--- config.mk ---
export PLATFORM = sky130hd
export DESIGN_NAME = npc_unit
export DESIGN_NICKNAME = d
export VERILOG_FILES = /design/src/rtl/npc_pkg.sv /design/src/rtl/npc_cmp.sv /design/src/rtl/npc_targets.sv /design/src/rtl/npc_select.sv /design/src/rtl/npc_unit.sv
export SDC_FILE = /design/constraint.sdc
export NUM_CORES = 1
export LEC_CHECK = 0
export ABC_AREA = 1
export BUFFER_PORTS_ARGS = -buffer_cell sky130_fd_sc_hd__buf_2
export CAP_MARGIN = 10
export CORE_ASPECT_RATIO = 0.75
export CORE_MARGIN = 2
export CORE_UTILIZATION = 50
export CTS_CLUSTER_DIAMETER = 200
export DETAILED_ROUTE_END_ITERATION = 12
export PLACE_DENSITY = 0.85
export SLEW_MARGIN = 20
export SYNTH_ARGS = -nofsm -noshare
export SYNTH_HDL_FRONTEND = slang
export SYNTH_SLANG_ARGS = --single-unit
--- constraint.sdc ---
create_clock -name clk -period 3 [get_ports clk]
set_input_delay 0.75 -clock clk [delete_from_list [all_inputs] [get_ports clk]]
set_output_delay 0.75 -clock clk [all_outputs]
set_load 0.02 [all_outputs]
--- src/rtl/npc_pkg.sv ---
package npc_pkg;

    localparam int XLEN   = 32;
    localparam int JF_W   = 26;
    localparam int IMM_W  = 16;
    localparam int CLS_W  = 3;

    typedef enum logic [CLS_W-1:0] {
        CLS_SEQ  = 3'd0,
        CLS_JUMP = 3'd1,
        CLS_JREG = 3'd2,
        CLS_BEQ  = 3'd3,
        CLS_BLTZ = 3'd4
    } flow_cls_t;

endpackage

--- src/rtl/npc_cmp.sv ---
module npc_cmp #(
    parameter int W = 32
) (
    input  logic [W-1:0] a_i,
    input  logic [W-1:0] b_i,
    output logic         eq_o,
    output logic         neg_o
);
    // full-width equality and sign of first operand
    always_comb begin
        eq_o  = (a_i == b_i);
        neg_o = a_i[W-1];
    end
endmodule

--- src/rtl/npc_targets.sv ---
module npc_targets #(
    parameter int W    = 32,
    parameter int JW   = 26,
    parameter int IW   = 16
) (
    input  logic [W-1:0]  pc_i,
    input  logic [JW-1:0] jf_i,
    input  logic [IW-1:0] imm_i,
    output logic [W-1:0]  seq_o,
    output logic [W-1:0]  jmp_o,
    output logic [W-1:0]  br_o
);
    localparam int REGW = W - JW - 2;
    localparam int EXTW = W - IW;

    logic [W-1:0] off_sx;

    always_comb begin
        off_sx = {{EXTW{imm_i[IW-1]}}, imm_i};
        seq_o  = pc_i + W'(4);
        br_o   = pc_i + off_sx;
    end

    generate
        if (REGW > 0) begin : g_region
            assign jmp_o = {pc_i[W-1 -: REGW], jf_i, 2'b00};
        end else begin : g_flat
            assign jmp_o = {jf_i[W-3:0], 2'b00};
        end
    endgenerate
endmodule

--- src/rtl/npc_select.sv ---
module npc_select
    import npc_pkg::*;
#(
    parameter int W = 32
) (
    input  flow_cls_t    cls_i,
    input  logic         eq_i,
    input  logic         neg_i,
    input  logic [W-1:0] seq_i,
    input  logic [W-1:0] jmp_i,
    input  logic [W-1:0] br_i,
    input  logic [W-1:0] reg_i,
    output logic [W-1:0] nxt_o
);
    always_comb begin
        unique case (cls_i)
            CLS_JUMP: nxt_o = jmp_i;
            CLS_JREG: nxt_o = reg_i;
            CLS_BEQ:  nxt_o = eq_i  ? br_i : seq_i;
            CLS_BLTZ: nxt_o = neg_i ? br_i : seq_i;
            default:  nxt_o = seq_i;
        endcase
    end
endmodule

--- src/rtl/npc_unit.sv ---
module npc_unit
    import npc_pkg::*;
#(
    parameter int W  = XLEN,
    parameter int JW = JF_W,
    parameter int IW = IMM_W
) (
    input  logic              clk,
    input  logic              rst,
    input  logic              ld_pc,
    input  logic [CLS_W-1:0]  cls,
    input  logic [JW-1:0]     jfield,
    input  logic [IW-1:0]     imm,
    input  logic [W-1:0]      rs_val,
    input  logic [W-1:0]      rt_val,
    output logic [W-1:0]      pc,
    output logic              eq_flag,
    output logic              neg_flag
);
    logic [W-1:0] pc_q;
    logic [W-1:0] seq_t, jmp_t, br_t, nxt;
    flow_cls_t    cls_e;

    always_comb cls_e = flow_cls_t'(cls);

    npc_cmp #(.W(W)) u_cmp (
        .a_i   (rs_val),
        .b_i   (rt_val),
        .eq_o  (eq_flag),
        .neg_o (neg_flag)
    );

    npc_targets #(.W(W), .JW(JW), .IW(IW)) u_tgt (
        .pc_i  (pc_q),
        .jf_i  (jfield),
        .imm_i (imm),
        .seq_o (seq_t),
        .jmp_o (jmp_t),
        .br_o  (br_t)
    );

    npc_select #(.W(W)) u_sel (
        .cls_i (cls_e),
        .eq_i  (eq_flag),
        .neg_i (neg_flag),
        .seq_i (seq_t),
        .jmp_i (jmp_t),
        .br_i  (br_t),
        .reg_i (rs_val),
        .nxt_o (nxt)
    );

    always_ff @(posedge clk) begin
        if (rst)        pc_q <= '0;
        else if (ld_pc) pc_q <= nxt;
    end

    always_comb pc = pc_q;
endmodule

# ---- Yosys cells after proc, flatten, opt, wreduce, memory -nomap -nowiden
# Index checks and enable logic that the tools add are counted.
dict set report op_classes {
  add_sub_neg 2
  reduce_logical 1
  bitwise_logic 1
  mux 3
  n_eq_ne 5
}
# op count
set op_table {}
lappend op_table {{32-bit case mux with 4 select lines} 1}
lappend op_table {{32-bit two-way mux} 2}
lappend op_table {{32-bit by 3-bit adder with 32-bit output (second input constant)} 1}
lappend op_table {{32-bit adder} 1}
lappend op_table {{32-bit == test} 1}
lappend op_table {{3-bit by 2-bit == test with 1-bit output (second input constant)} 2}
lappend op_table {{3-bit by 1-bit == test with 1-bit output (second input constant)} 1}
lappend op_table {{3-bit == test (second input constant)} 1}
lappend op_table {{2-bit AND reduction} 1}
lappend op_table {{1-bit inverter} 1}
dict set report word_totals {
  inputBits 112
  ff_bits 32
  word_cells 14
}

# ---- Depth between registers and ports, before layout
dict set report depth {
  depth_word 3
  depth_mapped 17
  mapped_depth_nobuf 17
}

# ---- Modules after synthesis
# A second synthesis with hierarchy kept.
dict set report unflattened {
  cells_unflattened 1627
  area_unflattened_um2 7891.3
}
# module area_each_um2 cells_each seq_area_each_um2 instances
set by_module_without_submodules {}
lappend by_module_without_submodules {npc_targets 3293.2 656 0.0 1}
lappend by_module_without_submodules {npc_select 2606.2 599 0.0 1}
lappend by_module_without_submodules {npc_unit 1338.8 203 640.6 1}
lappend by_module_without_submodules {npc_cmp 653.1 169 0.0 1}

# ---- Least setup slack after synthesis
# No wires, ideal clock.
dict set report synth_timing {
  path_type {in2reg}
  startpoint {input imm[0]}
  endpoint {register pc_q[28], in the netlist pc[28]}
  path_buffers 0
  setup_time_ns 0.117
  cell_stages 17
  t_arrival_ns 2.278
  slack_ns 0.605
  required_time_ns 2.883
  path_cell_list {ha_1 -> inv_1 -> fa_1 -> inv_1 -> nand3_1 -> nand3_1 -> nand2_1 -> nand2_1 -> nand2_1 -> nand2_1 -> nand2_1 -> nand2_1 -> nand2_1 -> nand3_1 -> nand2_1 -> nor2_1 -> nor2_1}
}
dict set report synth_between {
  elab_chain_cells 3
}
# element line_no
set synth_rtl {}
lappend synth_rtl {{start: declaration} npc_unit.sv:13} ;# input logic [IW-1:0] imm,
lappend synth_rtl {{32-bit adder *} npc_targets.sv:21} ;# br_o = pc_i + off_sx;
lappend synth_rtl {{32-bit two-way mux (on tied branches)} {npc_select.sv:20, npc_select.sv:19}}
lappend synth_rtl {{32-bit case mux with 4 select lines *} npc_select.sv:16} ;# unique case (cls_i)
lappend synth_rtl {{end signal: assignment} npc_unit.sv:55} ;# else if (ld_pc) pc_q <= nxt;
lappend synth_rtl {{end: declaration} npc_unit.sv:20} ;# logic [W-1:0] pc_q;
# Mark *: on every way between the ends. The rest lies on a longest branch, timed or not.
# A chain may end at the register's enable or synchronous reset.

# ---- Worst setup path after layout
dict set report layout_timing {
  startpoint {input imm[15]}
  endpoint {register pc_q[29], in the netlist pc[29]}
}
# Same word-level chain as after synthesis.

==> flow_metrics.env <==
export IMPL_path_buf_inv=2
export IMPL_final_util_pct=61.10
export IMPL_setup_tns_ns=0
export IMPL_yosys_area_top_type_share_pct=22.83
export IMPL_ir_worst_vdd_mv=0.2097
export IMPL_grt_max_degree=27
export IMPL_postCtsSetupRepairBufs=0
export IMPL_max_stage_delay_ns=0.42
export IMPL_grt_pass1_wl_um=33320
export IMPL_end_kind="register"
export IMPL_largest_reg_flops=32
export IMPL_grt_usage_pct=35.05
export IMPL_fillers=1155
export IMPL_drc_errors=0
export IMPL_yosysMostFrequentCell="nand2_1"
export IMPL_drive_gt1_share_pct=16.08
export IMPL_ant_nets=0
export IMPL_synth_seq_cells=32
export IMPL_antenna_found_initial=0
export IMPL_status="finished clean"
export IMPL_max_freq_mhz=392.4
export IMPL_avgSynthCellArea_um2=5.276
export IMPL_cpMaxStageDelayCell="ha_1"
export IMPL_syn_to_final_growth_pct=18.31
export IMPL_hold_viol=0
export IMPL_io_buffers=145
export IMPL_hold_buffers=0
export IMPL_ys_flop_type="dfxtp_1"
export IMPL_numCtsBuffers=5
export IMPL_grt_pass1_vias=6628
export IMPL_path_cells="buf_2 -> buf_4 -> ha_1 -> nand2_1 -> nor2_1 -> nand2_1 -> nor3_1 -> nand2_1 -> nand2_1 -> nand2_1 -> nand3_1 -> nand2_1 -> nor2_1 -> nor2_1"
export IMPL_htree_levels=2
export IMPL_ios=146
export IMPL_maxCapViolCount=0
export IMPL_power_density_nw_per_um2=301.5
export IMPL_via_per_inst=5.438
export IMPL_rsz0062_at_grt="false"
export IMPL_syn_nets=1220
export IMPL_cts_tree="done"
export IMPL_worstPathArrival_ns=2.73
export IMPL_async_flop_share_pct=0
export IMPL_yosys_area_top_type="nand2_1"
export IMPL_die_w_um=127.0
export IMPL_dpl_hpwl_um=17320
export IMPL_hold_depth=2
export IMPL_core_region_area_um2=10980
export IMPL_post_route_period_util_pct=84.96
export IMPL_synth_area_um2=5672
export IMPL_setup_viol_count_final=0
export IMPL_cts_resized_gates=0
export IMPL_crit_fanout=14
export IMPL_die_h_um=96.24
export IMPL_finalClockSkew_ns=0.007780
export IMPL_crit_required_ns=3.18
export IMPL_placed_cells=1351
export IMPL_place_gp_congestion=1.009
export IMPL_seq_area_um2=640.6
export IMPL_synth_area_leaders="nand2_1 23%, inv_1 13%, dfxtp_1 11%"
export IMPL_yosys_warnings=0
export IMPL_final_max_slew_violation_count=0
export IMPL_wire_per_inst_um=15.30
export IMPL_clock_sinks=32
export IMPL_netlist_instances=1075
export IMPL_start_util_pct=51.64
export IMPL_path_class="in -> reg"
export IMPL_insertion_delay_ns=0.29
export IMPL_wl_um=20800
export IMPL_cp_top_family="simple AND/OR/NAND/NOR gates"
export IMPL_core_rowCount=33
export IMPL_synth_seq_area_share_pct=11.29
export IMPL_dieArea_um2=12220
export IMPL_cp_start_kind="input pin"
export IMPL_cp_num_cells=14
export IMPL_final_cells=1359
export IMPL_tightest_slew_ns=0.5148
export IMPL_fin_nets=1363
export IMPL_slew_headroom_pct=65.32
export IMPL_power_leakage_nw=3.877
export IMPL_drt_initial_drc_count=736
export IMPL_synth_edf_count=0
export IMPL_cts_root_buffer="clkbuf_16"
export IMPL_synthTopCellsByCount="345 x nand2_1, 200 x inv_1, 110 x nor2_1"
export IMPL_path_clk_slew_ns=0.06
export IMPL_crit_top_cell="nand2_1"
export IMPL_clockBufferDepth=2
export IMPL_synth_distinct_cells=39
export IMPL_vias=7390
export IMPL_reg2reg_depth=14
export IMPL_min_period_ns=2.549
export IMPL_multiInputGateArea_um2=4141
export IMPL_dr_pass1_iters=5
export IMPL_diodes=0
export IMPL_overflow=0
export IMPL_min_path_type="reg -> reg"
==> final cells by class <==
type | count | area share [%]
Multi-Input combinational cell | 814 | 61.72
Timing Repair Buffer | 160 | 12.49
Inverter | 205 | 11.49
Sequential cell | 32 | 9.547
Tap cell | 140 | 2.610
Clock buffer | 5 | 1.865
Clock inverter | 3 | 0.2797
==> kinds of logic (layout without fill, tap and decap cells) <==
group,Yosys count,after routing,synth area share [%]
simple gates,583,583,44.10
buf+inv,229,373,15.68
compound gates,151,151,14.25
xor+xnor,47,47,7.258
fa+ha+maj,33,33,7.412
flops,32,32,11.29
==> metal layers <==
| metal | vias up | share of wire [%] | track usage, % |
|---|---|---|---|
| met4 | 0 | 2.6 | 10.53 |
| li1 | 3644 | - | - |
| met5 | - | 0 | 0 |
| met2 | 445 | 40 | 52.96 |
| met3 | 42 | 14 | 8.783 |
| met1 | 3259 | 44 | 49.14 |
==> worst paths after layout <==
check / startpoint / to / slack (ns)
worst min-delay path: pc[0] / pc[0] / 0.55
worst min register to register: pc[0] / pc[0] / 0.55
worst max-delay path: imm[15] / pc[29] / 0.45
worst max register to register: pc[0] / pc[14] / 0.64
==> cell usage in the layout (no fill, tap or decap), drive strengths merged, types with 7 or more instances in the layout <==
master,n
xor2,23
ha,32
buf,160
nand2,350
o21ai,63
o21bai,7
nor2,121
nand3b,7
xnor2,24
dfxtp,32
nand3,58
o22ai,12
a21oi,61
nand4,25
nor3,17
inv,204
==> power by group <==
part / total (mW) / internal, mW / switching [mW]
combinational: 0.961 / 0.349 / 0.612
clock: 0.534 / 0.307 / 0.227
sequential: 0.528 / 0.459 / 0.0687
total: 2.02 / 1.11 / 0.908
==> tightest hold or removal path, delay by kind of cell, from the launching register on <==
family	cells	cell delay, ns
AOI/OAI and AO/OA	1	0.10
DFF	1	0.34
and+or+nand+nor	1	0.08
==> through the flow <==
step / area (um2) / worst slack (ns) / power [mW] / hold slack (ns)
after detailed placement: 6566 / 0.2374 / 1.464 / 0.5256
after global placement: 6566 / 0.2340 / 1.454 / 0.5243
after global routing: 6710 / 0.1693 / 2.157 / 0.5854
final: 6710 / 0.4513 / 2.023 / 0.5541
after floorplan: 5672 / 0.6047 / 1.144 / 0.6081
after CTS: 6710 / 0.4824 / 1.991 / 0.5487
(Power assumes the default switching activity.)
